--- config.mk ---
export PLATFORM = sky130hd
export DESIGN_NAME = gpio_ctrl
export DESIGN_NICKNAME = d
export VERILOG_FILES = /design/src/rtl/gpio_pkg.sv /design/src/rtl/gpio_sync.sv /design/src/rtl/gpio_setclr_reg.sv /design/src/rtl/gpio_irq_detect.sv /design/src/rtl/gpio_port.sv /design/src/rtl/gpio_ctrl.sv
export SDC_FILE = /design/constraint.sdc
export NUM_CORES = 2
export LEC_CHECK = 0
export BUFFER_PORTS_ARGS = -buffer_cell sky130_fd_sc_hd__buf_2
export CELL_PAD_IN_SITES_DETAIL_PLACEMENT = 1
export CELL_PAD_IN_SITES_GLOBAL_PLACEMENT = 1
export CORE_MARGIN = 5
export CORE_UTILIZATION = 40
export DETAILED_ROUTE_END_ITERATION = 16
export GPL_ROUTABILITY_DRIVEN = 0
export GPL_TIMING_DRIVEN = 0
export MAX_ROUTING_LAYER = met4
export PLACE_DENSITY = 0.86
export SYNTH_ARGS = -nofsm -noshare
export SYNTH_HDL_FRONTEND = slang
export SYNTH_HIERARCHICAL = 1
export SYNTH_SLANG_ARGS = --single-unit
--- constraint.sdc ---
create_clock -name clk_i -period 2.6 [get_ports clk_i]
set_input_delay 0.26 -clock clk_i [delete_from_list [all_inputs] [get_ports clk_i]]
set_output_delay 0.26 -clock clk_i [all_outputs]
set_load 0.05 [all_outputs]
--- src/rtl/gpio_pkg.sv ---
package gpio_pkg;
  // register index = addr[7:4]
  localparam logic [3:0] REG_LEVEL = 4'd0;
  localparam logic [3:0] REG_DATA  = 4'd1;
  localparam logic [3:0] REG_MASK  = 4'd2;
  localparam logic [3:0] REG_PULL  = 4'd3;
  localparam logic [3:0] REG_FUNC  = 4'd4;
  localparam logic [3:0] REG_SEL   = 4'd5;
  localparam logic [3:0] REG_DIR   = 4'd6;
  localparam logic [3:0] REG_TRIG  = 4'd7;
  localparam logic [3:0] REG_FLAG  = 4'd8;
  localparam int CFG_FIRST = 1;
  localparam int CFG_LAST  = 7;

  // access kind = addr[3:2]
  typedef enum logic [1:0] {
    OP_VIEW = 2'd0,
    OP_W1S  = 2'd1,  // on the flag register this slot is the clear alias
    OP_W1C  = 2'd2,
    OP_NONE = 2'd3
  } op_e;
endpackage

--- src/rtl/gpio_sync.sv ---
module gpio_sync #(
  parameter int W = 32
) (
  input  logic         clk_i,
  input  logic         rst_ni,
  input  logic [W-1:0] d_i,
  output logic [W-1:0] q_o
);
  logic [W-1:0] s1_q, s2_q;

  always_ff @(posedge clk_i or negedge rst_ni) begin
    if (!rst_ni) begin
      s1_q <= '0;
      s2_q <= '0;
    end else begin
      s1_q <= d_i;
      s2_q <= s1_q;
    end
  end

  assign q_o = s2_q;
endmodule

--- src/rtl/gpio_setclr_reg.sv ---
module gpio_setclr_reg #(
  parameter int         W     = 32,
  parameter logic [W-1:0] RST_VAL = '0,
  parameter logic [W-1:0] FIXED   = '0   // bits that ignore clear writes
) (
  input  logic         clk_i,
  input  logic         rst_ni,
  input  logic         set_i,
  input  logic         clr_i,
  input  logic [W-1:0] wdata_i,
  output logic [W-1:0] q_o
);
  logic [W-1:0] q_q, q_d;

  always_comb begin
    q_d = q_q;
    if (set_i) q_d = q_q | wdata_i;
    if (clr_i) q_d = q_q & ~(wdata_i & ~FIXED);
  end

  always_ff @(posedge clk_i or negedge rst_ni) begin
    if (!rst_ni) q_q <= RST_VAL;
    else         q_q <= q_d;
  end

  assign q_o = q_q;
endmodule

--- src/rtl/gpio_irq_detect.sv ---
module gpio_irq_detect #(
  parameter int W = 32
) (
  input  logic         clk_i,
  input  logic         rst_ni,
  input  logic [W-1:0] lvl_i,
  input  logic [W-1:0] irq_mode_i,
  input  logic [W-1:0] dir_i,
  input  logic [W-1:0] trig_i,
  input  logic [W-1:0] clr_i,
  output logic [W-1:0] flag_o
);
  logic [W-1:0] prev_q, flag_q;
  logic [W-1:0] rise, fall, hit;

  assign rise = lvl_i & ~prev_q;
  assign fall = ~lvl_i & prev_q;
  assign hit  = (~trig_i &  dir_i &  lvl_i)
              | (~trig_i & ~dir_i & ~lvl_i)
              | ( trig_i &  dir_i &  rise)
              | ( trig_i & ~dir_i &  fall);

  always_ff @(posedge clk_i or negedge rst_ni) begin
    if (!rst_ni) begin
      prev_q <= '0;
      flag_q <= '0;
    end else begin
      prev_q <= lvl_i;
      flag_q <= (flag_q & ~clr_i) | (hit & irq_mode_i);  // set wins
    end
  end

  assign flag_o = flag_q;
endmodule

--- src/rtl/gpio_port.sv ---
module gpio_port import gpio_pkg::*; #(
  parameter int           PINS     = 32,
  parameter logic [PINS-1:0] PULL_CAP = '1
) (
  input  logic            clk_i,
  input  logic            rst_ni,
  input  logic            wr_en_i,
  input  logic [3:0]      reg_i,
  input  logic [1:0]      op_i,
  input  logic [PINS-1:0] wdata_i,
  input  logic [PINS-1:0] pad_in_i,
  input  logic [PINS-1:0] alt0_out_i,
  input  logic [PINS-1:0] alt0_oe_i,
  input  logic [PINS-1:0] alt1_out_i,
  input  logic [PINS-1:0] alt1_oe_i,
  output logic [PINS-1:0] pad_out_o,
  output logic [PINS-1:0] pad_oe_o,
  output logic [PINS-1:0] pull_en_o,
  output logic [PINS-1:0] rdata_o,
  output logic [PINS-1:0] flag_o,
  output logic [PINS-1:0] mask_o,
  output logic [PINS-1:0] irq_mode_o
);
  logic [PINS-1:0] cfg_q [CFG_FIRST:CFG_LAST];
  logic [PINS-1:0] lvl, flag, fun, sel, dir, trg, data, gpio_mode, irq_mode, alt0_sel, alt1_sel;
  logic            flag_clr;

  for (genvar i = CFG_FIRST; i <= CFG_LAST; i++) begin : g_cfg
    localparam logic [3:0] IDX = 4'(i);
    localparam logic [PINS-1:0] RST =
      (IDX == REG_MASK) ? '1 : (IDX == REG_PULL) ? ~PULL_CAP : '0;
    localparam logic [PINS-1:0] FIX =
      (IDX == REG_PULL) ? ~PULL_CAP : '0;

    gpio_setclr_reg #(.W(PINS), .RST_VAL(RST), .FIXED(FIX)) u_reg (
      .clk_i   (clk_i),
      .rst_ni  (rst_ni),
      .set_i   (wr_en_i && reg_i == IDX && op_i == OP_W1S),
      .clr_i   (wr_en_i && reg_i == IDX && op_i == OP_W1C),
      .wdata_i (wdata_i),
      .q_o     (cfg_q[i])
    );
  end

  gpio_sync #(.W(PINS)) u_sync (
    .clk_i  (clk_i),
    .rst_ni (rst_ni),
    .d_i    (pad_in_i),
    .q_o    (lvl)
  );

  assign data = cfg_q[REG_DATA];
  assign fun  = cfg_q[REG_FUNC];
  assign sel  = cfg_q[REG_SEL];
  assign dir  = cfg_q[REG_DIR];
  assign trg  = cfg_q[REG_TRIG];

  assign gpio_mode = ~fun & ~sel;
  assign irq_mode  = ~fun &  sel;
  assign alt0_sel  =  fun & ~sel;
  assign alt1_sel  =  fun &  sel;

  assign flag_clr = wr_en_i && reg_i == REG_FLAG && op_i == OP_W1S;

  gpio_irq_detect #(.W(PINS)) u_irq (
    .clk_i      (clk_i),
    .rst_ni     (rst_ni),
    .lvl_i      (lvl),
    .irq_mode_i (irq_mode),
    .dir_i      (dir),
    .trig_i     (trg),
    .clr_i      (flag_clr ? wdata_i : '0),
    .flag_o     (flag)
  );

  assign pad_oe_o  = (alt0_sel & alt0_oe_i) | (alt1_sel & alt1_oe_i) | (gpio_mode & dir);
  assign pad_out_o = (alt0_sel & alt0_out_i) | (alt1_sel & alt1_out_i) | (gpio_mode & dir & data);
  assign pull_en_o = ~cfg_q[REG_PULL];

  always_comb begin
    rdata_o = '0;
    if (op_i == OP_VIEW) begin
      if (reg_i == REG_LEVEL)                           rdata_o = lvl;
      else if (reg_i == REG_FLAG)                       rdata_o = flag;
      else if (reg_i >= 4'(CFG_FIRST) && reg_i <= 4'(CFG_LAST)) begin
        for (int i = CFG_FIRST; i <= CFG_LAST; i++)
          if (reg_i == 4'(i)) rdata_o = cfg_q[i];
      end
    end
  end

  assign flag_o     = flag;
  assign mask_o     = cfg_q[REG_MASK];
  assign irq_mode_o = irq_mode;
endmodule

--- src/rtl/gpio_ctrl.sv ---
module gpio_ctrl import gpio_pkg::*; #(
  parameter int NUM_PORTS = 4,
  parameter int PINS      = 32,
  parameter logic [NUM_PORTS*PINS-1:0] PULL_CAP =
    {32'hdeff_ffff, 32'h7fff_ffff, 32'hffff_ffff, 32'hffff_ffff},
  parameter int ADDR_W    = $clog2(NUM_PORTS) + 8
) (
  input  logic                      clk_i,
  input  logic                      rst_ni,
  input  logic                      req_valid_i,
  input  logic                      req_write_i,
  input  logic [ADDR_W-1:0]         req_addr_i,
  input  logic [PINS-1:0]           req_wdata_i,
  output logic [PINS-1:0]           rsp_rdata_o,
  input  logic [NUM_PORTS*PINS-1:0] pad_in_i,
  output logic [NUM_PORTS*PINS-1:0] pad_out_o,
  output logic [NUM_PORTS*PINS-1:0] pad_oe_o,
  output logic [NUM_PORTS*PINS-1:0] pad_pull_en_o,
  input  logic [NUM_PORTS*PINS-1:0] alt0_out_i,
  input  logic [NUM_PORTS*PINS-1:0] alt0_oe_i,
  input  logic [NUM_PORTS*PINS-1:0] alt1_out_i,
  input  logic [NUM_PORTS*PINS-1:0] alt1_oe_i,
  output logic                      irq_o
);
  localparam int PSEL_W = ADDR_W - 8;

  logic                      aligned;
  logic [3:0]                reg_idx;
  logic [1:0]                op;
  logic [PSEL_W-1:0]         port_idx;
  logic [PINS-1:0]           rd_arr [NUM_PORTS];
  logic [NUM_PORTS*PINS-1:0] flag_all, mask_all, irqm_all;

  assign aligned  = req_addr_i[1:0] == 2'b00;
  assign op       = req_addr_i[3:2];
  assign reg_idx  = req_addr_i[7:4];
  assign port_idx = req_addr_i[ADDR_W-1:8];

  for (genvar p = 0; p < NUM_PORTS; p++) begin : g_port
    logic wr_en;
    assign wr_en = req_valid_i && req_write_i && aligned && port_idx == PSEL_W'(p);

    gpio_port #(.PINS(PINS), .PULL_CAP(PULL_CAP[p*PINS +: PINS])) u_port (
      .clk_i      (clk_i),
      .rst_ni     (rst_ni),
      .wr_en_i    (wr_en),
      .reg_i      (reg_idx),
      .op_i       (op),
      .wdata_i    (req_wdata_i),
      .pad_in_i   (pad_in_i[p*PINS +: PINS]),
      .alt0_out_i (alt0_out_i[p*PINS +: PINS]),
      .alt0_oe_i  (alt0_oe_i[p*PINS +: PINS]),
      .alt1_out_i (alt1_out_i[p*PINS +: PINS]),
      .alt1_oe_i  (alt1_oe_i[p*PINS +: PINS]),
      .pad_out_o  (pad_out_o[p*PINS +: PINS]),
      .pad_oe_o   (pad_oe_o[p*PINS +: PINS]),
      .pull_en_o  (pad_pull_en_o[p*PINS +: PINS]),
      .rdata_o    (rd_arr[p]),
      .flag_o     (flag_all[p*PINS +: PINS]),
      .mask_o     (mask_all[p*PINS +: PINS]),
      .irq_mode_o (irqm_all[p*PINS +: PINS])
    );
  end

  always_comb begin
    rsp_rdata_o = '0;
    if (req_valid_i && !req_write_i && aligned) begin
      for (int p = 0; p < NUM_PORTS; p++)
        if (port_idx == PSEL_W'(p)) rsp_rdata_o = rd_arr[p];
    end
  end

  assign irq_o = |(flag_all & ~mask_all & irqm_all);
endmodule

### Word-level counts from Yosys, hierarchy flattened

Cells that the tools add are included.

* bits of input ports: 686
* flip-flop bits (word level): 1408

* muxes and demuxes: 109
* equality and inequality tests: 13
* bitwise operators: 214
* reductions and logical operators: 135
* order comparisons: 2

Operators by type and width (number)
* bitwise AND 32 bit: 116
* two-way mux 32 bit: 109
* OR 32 bit: 60
* NOT 32 bit: 34
* bitwise AND 128 bit: 2
* NOT 128 bit: 1
* OR reduction 128 bit: 1
* logical AND 1 bit: 101
* nonzero test 2 bit: 28
* NOT 31 -> 32 bit: 1
* == test 4 x 3 -> 1 bit (second input constant): 4
* == test 4 x 2 -> 1 bit (second input constant): 2
* == test 2 bit (second input constant): 3
* logical NOT 2 bit: 3
* == test 2 x 1 -> 1 bit (second input constant): 2
* == test 4 x 1 -> 1 bit (second input constant): 1
* == test 4 bit (second input constant): 1
* greater-or-equal comparator 4 x 1 -> 1 bit (second input constant): 1
* <= comparator 4 x 3 -> 1 bit (second input constant): 1
* logical NOT 4 bit: 1
* logical NOT 1 bit: 1

### Depth between registers and ports, before layout

* word-level depth: 17
* mapped depth: 11

### Cells and area by module

The synthesis kept the hierarchy.

Modules (own cells, without submodules)
* gpio_setclr_reg (g_port[0].u_port.g_cfg[1].u_reg ...): cells each 102, area an instance 1169.9 um^2, instances 22
* gpio_port (g_port[0].u_port ...): cells each 883, area an instance 5589.1 um^2, instances 3
* gpio_irq_detect: cells each 226, area an instance 2726.4 um^2, instances 4
* gpio_sync: cells each 64, area an instance 1601.5 um^2, instances 4
* gpio_port (g_port[3].u_port): cells each 840, area an instance 5645.4 um^2, instances 1
* gpio_setclr_reg (g_port[0].u_port.g_cfg[2].u_reg ...): cells each 102, area an instance 1209.9 um^2, instances 4
* gpio_ctrl: cells each 294, area an instance 2049.5 um^2, instances 1
* gpio_setclr_reg (g_port[3].u_port.g_cfg[3].u_reg): cells each 101, area an instance 1176.1 um^2, instances 1
* gpio_setclr_reg (g_port[2].u_port.g_cfg[3].u_reg): cells each 102, area an instance 1172.4 um^2, instances 1

### Worst setup path before layout

Ideal clock, no wire load.

* path kind: input-to-output
* start point: input req_addr_i[6]
* end point: output rsp_rdata_o[18]
* path slack: -0.371 ns
* data arrival time: 2.711 ns
* stages on the path: 9
* path through: buf_6 > or2_1 > buf_6 > buf_6 > or4_4 > a221oi_2 > o221a_1 > mux4_2 > nor2b_1

RTL lines
* start, declared: RTL line gpio_ctrl.sv:12 `input logic [ADDR_W-1:0] req_addr_i,`
* end, declared: RTL line gpio_ctrl.sv:14 `output logic [PINS-1:0] rsp_rdata_o,`

==> impl_metrics.json <==
{
  "grt_max_degree": 172,
  "fin_util_pct": 50.8,
  "drc": 0,
  "routed_via_density": 6.80,
  "max-cap-violations": 0,
  "grt_pass1_wl_um": 615000,
  "ys_ff_latch": 1408,
  "clock_path_buffers": 3,
  "grtUsageTotal_pct": 44.6,
  "cts.htree.levels": 4,
  "sw_frac_of_total_pct": 27.8,
  "insertion_delay_ns": 0.89,
  "antenna_found_initial": 94,
  "start_util_pct": 40.2,
  "cts.sinks": 1408,
  "grt_pass1_vias": 83200,
  "wire_per_inst_um": 37.1,
  "rsz0062_at_grt": "true",
  "numCtsBuffers": 162,
  "synth_common_cells": "a21oi_1 (2214), dfrtp_1 (1277), nand2_1 (547)",
  "power_frac_comb_pct": 10.9,
  "p_clk_share_pct": 45.3,
  "run_status": "complete, but fails checks",
  "cts_tree": "done",
  "switching_power_mw": 14.8,
  "die-area_um2": 195000,
  "finalHoldViolations": 0,
  "synth_cell_types": 78,
  "place_area_um2": 84000,
  "powerDensity_nw_per_um2": 563,
  "intPower_mw": 38.4,
  "violations": "negative setup slack",
  "synth_nets": 8484,
  "drt-pass1-iter-count": 12,
  "dp_cells": 11400,
  "synth_ff_type": "dfrtp_1",
  "fin_skew_ns": 0.0327,
  "placementRows": 158,
  "required_ns": 2.34,
  "final_nets": 9966,
  "ys_seq_area_share_pct": 47.4,
  "startpoint_type": "flop",
  "drtIter0Drc": 12400,
  "min_period_ns": 3.77,
  "postSynthAreaPerCell_um2": 9.58,
  "synth_top_area_share_pct": 42.8,
  "holdCritStartpoint": "pad_in_i[73]",
  "yosys.area.top_type": "dfrtp_1",
  "synth_edf_count": 0,
  "cp_max_fo": 2,
  "leakage_nw": 39.6,
  "cp.arrival_ns": 3.51,
  "syn_area_um2": 74700,
  "critPathKind": "flop to primary output",
  "ir_drop_mv": 0.554,
  "postLayoutCellArea_um2": 94300,
  "tightest_slew_ns": 1.41,
  "critPathCaptureType": "primary output",
  "core_area_um2": 186000,
  "ioPinCount": 1103,
  "tns_ns": -32.79,
  "fp.dieH_um": 442,
  "pwr-share-seq_pct": 43.8,
  "clk_pin_slew_worst_paths_ns": 0.06,
  "synth_cells": 7798,
  "die_x_um": 442,
  "worst_slack_ns": -1.17,
  "syn_to_final_growth_pct": 26.2,
  "power_mw": 53.1,
  "holdCritPathClass": "input pin to flop",
  "period_share_pct": 145,
  "fmax_mhz": 265,
  "vias": 81600,
  "nFillCells": 21100,
  "routed_wl_um": 445000,
  "grt_overflow": 0,
  "whs_ns": 0.0117,
  "setup_viol": 52,
  "io_buffers": 1099,
  "relSlewSlack_pct": 6.10,
  "final_layout_size_suffix_gt1_share_pct": 27.9,
  "synth_area_leaders": "dfrtp_1 (43%), a21oi_1 (15%), dfstp_2 (4.6%)",
  "cts_root_buf": "clkbuf_16",
  "pre_cts_ws_ns": -2.07,
  "stdcell_count": 12000,
  "hpwl_um": 315000,
  "yosysMostFrequentCell": "a21oi_1",
  "finalMaxSlewViolations": 0,
  "synthArstFlopShare_pct": 100,
  "yosysWarnings": 6,
  "ant_nets": 0
}
-- per-layer routing --
metal	up-vias	track usage [%]	wire, um
li1	31600	-	-
met1	40400	49.4	150000
met2	6974	61.2	182000
met3	2658	18.1	61000
met4	0	39.9	52700
met5	-	-	0
-- power groups by stage --
stage / Clock [mW] / Sequential, mW / Combinational, mW
2_1_floorplan: 0 / 23.3 / 2.23
3_3_place_gp: 0 / 23.6 / 4.74
3_5_place_dp: 0 / 23.6 / 5.00
4_1_cts: 24.0 / 23.2 / 5.38
5_1_grt: 25.1 / 23.3 / 5.89
6_report: 24.1 / 23.3 / 5.77
-- final timing paths --
kind | end | slack [ns] | cells past startpoint
hold reg to reg | g_port[0].u_port/u_sync/q_o[14] | 0.34 | 0
max in group asynchronous | asynchronous set/reset pin | 0.20 | 5
setup reg to reg | g_port[1].u_port/u_irq/flag_o[3] | 1.16 | 2
hold / removal | g_port[2].u_port/u_sync/s1_q[9] | 0.01 | 2
setup / recovery | rsp_rdata_o[0] | -1.17 | 7
min in group asynchronous | asynchronous set/reset pin | 0.09 | 3
-- cell families (layout without fill, tap and decap cells) --
logic type / Yosys count / count (layout) / share of synthesized area [%]
AO/OA/AOI/OAI: 3425 / 3425 / 26.6
XOR/XNOR: 248 / 248 / 2.91
multiplexers: 234 / 234 / 3.70
buffers and inverters: 785 / 2403 / 6.67
AND/OR/NAND/NOR: 1698 / 1698 / 12.7
other: 0 / 92 / 0
flip-flops: 1408 / 1408 / 47.4
-- what timing repair did --
item | CTS | global route
endpoints found under the hold margin | 599 | 0
endpoints found under the setup margin | 333 | 182
hold buffers | 135 | 0
resized for setup | 538 | 244
buffers inserted | 59 | 28
gates cloned | 0 | 1
pin swaps | 133 | 57
-- critical path: stages, from the launching register on --
cell and delay (ns):
dfstp_2 0.59, a21oi_1 0.18, nor4_2 0.34, o221ai_2 0.27, a21oi_4 0.45, mux4_2 0.31, nor2b_4 0.28, buf_8 0.19
-- placed cells by master (no fill, tap or decap), types with 46 or more instances in the layout --
cell type and count:
a21oi_1 2111, dfrtp_1 1190, buf_2 1179, nand2_1 518, o21ai_0 328, inv_1 268, xnor2_1 248, nor2_1 242
nor2b_1 185, nand3_1 183, mux2i_1 182, clkbuf_16 167, o21a_1 157, buf_4 147, dlygate4sd3_1 135, dfstp_2 130
and2_1 128, a32o_1 124, buf_6 123, o21ai_1 110, clkbuf_8 96, clkbuf_1 94, diode_2 92, dfrtp_2 82
a2bb2oi_1 76, a221oi_1 75, o221ai_1 71, o22ai_1 64, nor4_2 62, a21oi_2 58, nand2b_1 50, nor2b_4 46
-- final cells by class --
cell class | instances | area (um^2) | area share (%)
Timing Repair Buffer | 1341 | 8550 | 9.07
Clock buffer | 238 | 4760 | 5.05
Buffer | 488 | 3860 | 4.09
Inverter | 274 | 1030 | 1.10
Multi-Input combinational cell | 5605 | 36500 | 38.7
Clock inverter | 62 | 711 | 0.754
Tap cell | 2480 | 3100 | 3.29
Sequential cell | 1408 | 35500 | 37.7
Antenna cell | 92 | 230 | 0.244
(Power assumes the default switching activity.)
